**src/rtl/bfp_pkg.sv**
```systemverilog
// Package: shared types for the formula-encoded branch predictor.
// Assumes the encoding convention 0 = AND gate, 1 = OR gate.
package bfp_pkg;

    typedef enum logic {
        GATE_AND = 1'b0,
        GATE_OR  = 1'b1
    } gate_kind_e;

endpackage

```
**src/rtl/bfp_gate.sv**
```systemverilog
// Module: one configurable two-input gate of the formula tree.
// Assumes the kind input is static for the cycle; purely combinational.
module bfp_gate
    import bfp_pkg::*;
(
    input  gate_kind_e kind,
    input  logic       a,
    input  logic       b,
    output logic       y
);

    // Select AND or OR of the two inputs.
    always_comb begin
        if (kind == GATE_OR) y = a | b;
        else                 y = a & b;
    end

endmodule

```
**src/rtl/bfp_tree.sv**
```systemverilog
// Module: balanced monotone read-once AND/OR tree over the history bits.
// Assumes HIST_W is a power of two, at least 2. Gates are in heap order:
// gate 0 is the root, and level l holds gates 2**l-1 .. 2**(l+1)-2 from left
// to right. Leaf gate k combines history bits 2k and 2k+1.
module bfp_tree
    import bfp_pkg::*;
#(
    parameter int HIST_W = 8
) (
    input  logic [HIST_W-1:0] hist,
    input  logic [HIST_W-2:0] cfg,
    output logic              y
);

    localparam int LEVELS = $clog2(HIST_W);

    // lvl[l] holds the 2**l node values of level l; lvl[LEVELS] is the history.
    logic [HIST_W-1:0] lvl [LEVELS+1];

    // Leaf row: the history feeds the bottom of the tree.
    always_comb lvl[LEVELS] = hist;

    for (genvar l = 0; l < LEVELS; l++) begin : g_level
        localparam int NODES = 1 << l;
        localparam int BASE  = NODES - 1;
        logic [NODES-1:0] outs;
        for (genvar j = 0; j < NODES; j++) begin : g_node
            bfp_gate u_gate (
                .kind (gate_kind_e'(cfg[BASE+j])),
                .a    (lvl[l+1][2*j]),
                .b    (lvl[l+1][2*j+1]),
                .y    (outs[j])
            );
        end
        if (NODES < HIST_W) begin : g_pad
            // Pad the unused upper part of this row with zeros.
            always_comb lvl[l] = {{(HIST_W-NODES){1'b0}}, outs};
        end else begin : g_full
            // Full-width row: no padding needed.
            always_comb lvl[l] = outs;
        end
    end

    // The root node is the formula result.
    always_comb y = lvl[0][0];

endmodule

```
**src/rtl/bfp_history.sv**
```systemverilog
// Module: global branch-history shift register.
// Assumes resolves arrive in program order. Bit 0 holds the newest outcome.
module bfp_history #(
    parameter int HIST_W = 8
) (
    input  logic              clk,
    input  logic              rst_n,
    input  logic              shift_en,
    input  logic              bit_in,
    output logic [HIST_W-1:0] hist_o
);

    // Clear on reset; on a resolve, shift toward the MSB and insert the outcome.
    always_ff @(posedge clk) begin
        if (!rst_n)        hist_o <= '0;
        else if (shift_en) hist_o <= {hist_o[HIST_W-2:0], bit_in};
    end

endmodule

```
**src/rtl/bfp_predictor.sv**
```systemverilog
// Module: top of the formula-encoded history branch predictor.
// Assumes formula_i is valid whenever pred_req_i is high. The prediction is
// combinational from the current history and the encoding word. Encoding bits
// HIST_W-2..0 set the gate types, and bit HIST_W-1 inverts the result.
module bfp_predictor #(
    parameter int HIST_W = 8
) (
    input  logic              clk,
    input  logic              rst_n,
    input  logic              pred_req_i,
    input  logic [HIST_W-1:0] formula_i,
    input  logic              resolve_i,
    input  logic              outcome_i,
    output logic              pred_taken_o,
    output logic              pred_valid_o
);

    localparam int GATES = HIST_W - 1;
    localparam int INV_BIT = HIST_W - 1;

    logic [HIST_W-1:0] hist_q;
    logic              tree_y;

    bfp_history #(.HIST_W(HIST_W)) u_hist (
        .clk      (clk),
        .rst_n    (rst_n),
        .shift_en (resolve_i),
        .bit_in   (outcome_i),
        .hist_o   (hist_q)
    );

    bfp_tree #(.HIST_W(HIST_W)) u_tree (
        .hist (hist_q),
        .cfg  (formula_i[GATES-1:0]),
        .y    (tree_y)
    );

    // Apply the optional inversion and gate the result with the strobe.
    always_comb begin
        pred_valid_o = pred_req_i;
        pred_taken_o = pred_req_i & (tree_y ^ formula_i[INV_BIT]);
    end

endmodule

```
**config.mk**
```make
export PLATFORM = sky130hd
export DESIGN_NAME = bfp_predictor
export DESIGN_NICKNAME = d
export VERILOG_FILES = /design/src/rtl/bfp_pkg.sv /design/src/rtl/bfp_gate.sv /design/src/rtl/bfp_tree.sv /design/src/rtl/bfp_history.sv /design/src/rtl/bfp_predictor.sv
export SDC_FILE = /design/constraint.sdc
export NUM_CORES = 1
export LEC_CHECK = 0
export BUFFER_PORTS_ARGS = -buffer_cell sky130_fd_sc_hd__buf_2
export CAP_MARGIN = 20
export CORE_AREA = 10 10 47 49
export CTS_CLUSTER_DIAMETER = 120
export DETAILED_ROUTE_END_ITERATION = 8
export DIE_AREA = 0 0 57 59
export PLACE_DENSITY = 0.62
export SYNTH_ARGS = -nofsm -noshare
export SYNTH_HDL_FRONTEND = slang
export SYNTH_HIERARCHICAL = 1
export SYNTH_SLANG_ARGS = --single-unit
```
**constraint.sdc**
```tcl
create_clock -name clk -period 2.3 [get_ports clk]
set_input_delay 0.46 -clock clk [delete_from_list [all_inputs] [get_ports clk]]
set_output_delay 0.46 -clock clk [all_outputs]
set_load 0.02 [all_outputs]
```
==> run_results.csv <==
group,metric,value,unit
status,status,"finished with violations",
status,violations,"setup timing",
cells_and_area,top_regs,"u_hist/hist_o: 8 flops",
pwr,clockPowerShare,37.1,%
clock_tree,cts_made_buffers,3,
placement,dp_cells,63,
synth,syn_area_per_cell,11.51,um2
synth,syn-num-nets,48,
cells_and_area,mostFrequentLayoutCell,"buf_2",
worst_setup_path,endpoint_kind,"primary output",
pwr,power_density,546.2,nW/um2
routing,vias,285,
pwr,p_seq_share,50.8,%
worst_setup_path,cp_max_fo,3,
timing,hold_viol,0,
floorplanning,pin_count,15,
cells_and_area,top_register,"u_hist/hist_o",
floorplanning,core_area,1401,um2
timing,setup_ws,-0.03755,ns
pwr,power,280.9,uW
placement,portBuffers,14,
grt,antenna_found_initial,0,
cells_and_area,final.fill_count,154,
clock_tree,clkLatencyLatePin,0.25,ns
synth,netlist_area,402.9,um2
floorplanning,die_w,57,um
routing,drt_iter0_drc,1,
worst_setup_path,start_kind,"register",
worst_setup_path,worstPathRequired,1.84,ns
clock_tree,hold_buffers,0,
routing,wirelength,777,um
timing,finalCritPeriodShare,101.6,%
placement,hpwl,632.8,um
placement,gp_congestion,0.6055,
synth,ys_types,8,
pwr,switchingPower,60.75,uW
timing,drv_slew,0,
cells_and_area,most-common-layout-cells,"buf_2 (13), mux2i_1 (8), nor2b_1 (8), maj3_2 (7), dfxtp_1 (5)",
floorplanning,initial_core_util,28.75,%
routing,drc_errors,0,
timing,maxSlewHeadroom,84.70,%
grt,first_global_vias,277,
routing,ant_nets,0,
cells_and_area,area_delta_synth_final,27.64,%
pwr,p_leak,0.0002365,uW
worst_setup_path,path_class,"register to primary output",
clock_tree,cts-root-buf,"clkbuf_4",
cells_and_area,nets,66,
clock_tree,cts.clk_slew.worst_paths,0.05,ns
run,maxCapViolCount,0,
routing,vias_per_cell,4.254,
floorplanning,die-area,3363,um2
grt,grt_max_degree,9,
timing,grt_setup_unrepaired,"yes",
clock_tree,cts.sinks,8,
pwr,p_int,220.1,uW
grt,gr-usage-all-layers,5.026,%
cells_and_area,drive_gt1_share,54.90,%
synth,netlist_instances,35,
placement,pre_cts_slack,-0.06918,ns
timing,max_freq,427.8,MHz
synth,ys_ff_latch,8,
pwr,comb_power_share,12.1,%
synth,ys_warn_count,6,
floorplanning,die_h,59,um
timing,setup_viol,1,
routing,first_pass_iters,2,
pwr,swShare,21.63,%
grt,grt_pass1_wl,1255,um
grt,overflow,0,
timing,min_period,2.338,ns
cells_and_area,layout.cells.non_filler,67,
cells_and_area,largest_reg_flops,8,
pwr,peakVddDrop,0.2372,mV
worst_setup_path,worst-endpoint-arrival,1.88,ns
timing,finClkSkew,0.004133,ns
min_path,worstHoldPathType,"input pin to register",
cells_and_area,antenna_cells,0,
floorplanning,rows,14,
clock_tree,cts_buffer_depth,2,
synth,seq_area_frac_synth,39.75,%
clock_tree,cts_tree,"yes",
clock_tree,cts_htree_levels,1,
timing,worst_pin_slew,0.2295,ns
routing,wl_per_cell,11.60,um
worst max-delay path, stage by stage, from the launching register on:
cell and delay (ns):
dfxtp_2 0.32, maj3_2 0.31, maj3_2 0.29, maj3_2 0.31, xor2_1 0.13, and2_1 0.14
buf_6 0.13
Yosys cell counts, drive strengths merged:
master | number | area, um2
xor2 | 1 | 8.760
maj3 | 7 | 78.83
buf | 2 | 18.77
mux2i | 8 | 80.08
nor2b | 8 | 50.05
and2 | 1 | 6.260
dfxtp | 8 | 160.2
cell families (layout without fill, tap and decap cells):
family                   count (synthesis)  in the layout  synth area share [%]
buffers and inverters                    2             18                 4.659
XOR/XNOR                                 1              1                 2.174
adder cells (fa/ha/maj)                  7              7                 19.57
multiplexers                             8              8                 19.88
AND/OR/NAND/NOR                          9              9                 13.98
flip-flops                               8              8                 39.75
worst paths after layout:
check	slack, ns	to	cells past startpoint	startpoint
max	-0.04	pred_taken_o	6	u_hist/hist_o[5]
min	0.47	u_hist/hist_o[0]	3	outcome_i
max reg2reg	1.55	u_hist/hist_o[1]	3	u_hist/hist_o[1]
min reg2reg	0.53	u_hist/hist_o[4]	2	u_hist/hist_o[3]
layer usage:
| metal | wire length (um) | GRT usage, % | vias up |
|---|---|---|---|
| met5 | 0 | 0 | - |
| met4 | 10 | 6.040 | 0 |
| met3 | 64 | 2.790 | 2 |
| met2 | 320 | 5.426 | 11 |
| met1 | 382 | 5.981 | 122 |
| li1 | - | - | 150 |
repair_timing:
item | in CTS | in global routing
gates resized for setup | 5 | 0
pin swaps | 4 | 1
buffers inserted | 1 | 0
endpoints found under the setup margin | 1 | 1
hold endpoints to repair | 0 | 0
power by group through the flow:
| stage | Combinational [uW] | Sequential [uW] | Clock [uW] |
|---|---|---|---|
| floorplan | 19.6 | 145 | 0 |
| global placement | 31.6 | 145 | 0 |
| detailed placement | 31.8 | 146 | 0 |
| CTS | 34.4 | 143 | 112 |
| global route | 36.9 | 143 | 123 |
| finish | 34.0 | 143 | 104 |
stage by stage:
step	cell area [um2]	TNS, ns	hold slack [ns]	utilization [%]
2_1_floorplan	402.9	0	0.4919	-
3_3_place_gp	474.2	-0.06540	0.5120	33.84
3_5_place_dp	474.2	-0.06918	0.5223	33.84
4_1_cts	514.2	-0.06992	0.4623	36.70
5_1_grt	514.2	-0.1123	0.5053	36.70
6_report	514.2	-0.03755	0.4744	36.70
area by class of cell:
type	count	area, um2	area share (%)
Tap cell	16	20.02	3.893
Timing Repair Buffer	15	83.83	16.30
Multi-Input combinational cell	25	224.0	43.55
Clock buffer	3	22.52	4.380
Sequential cell	8	163.9	31.87
(Power assumes the default switching activity.)
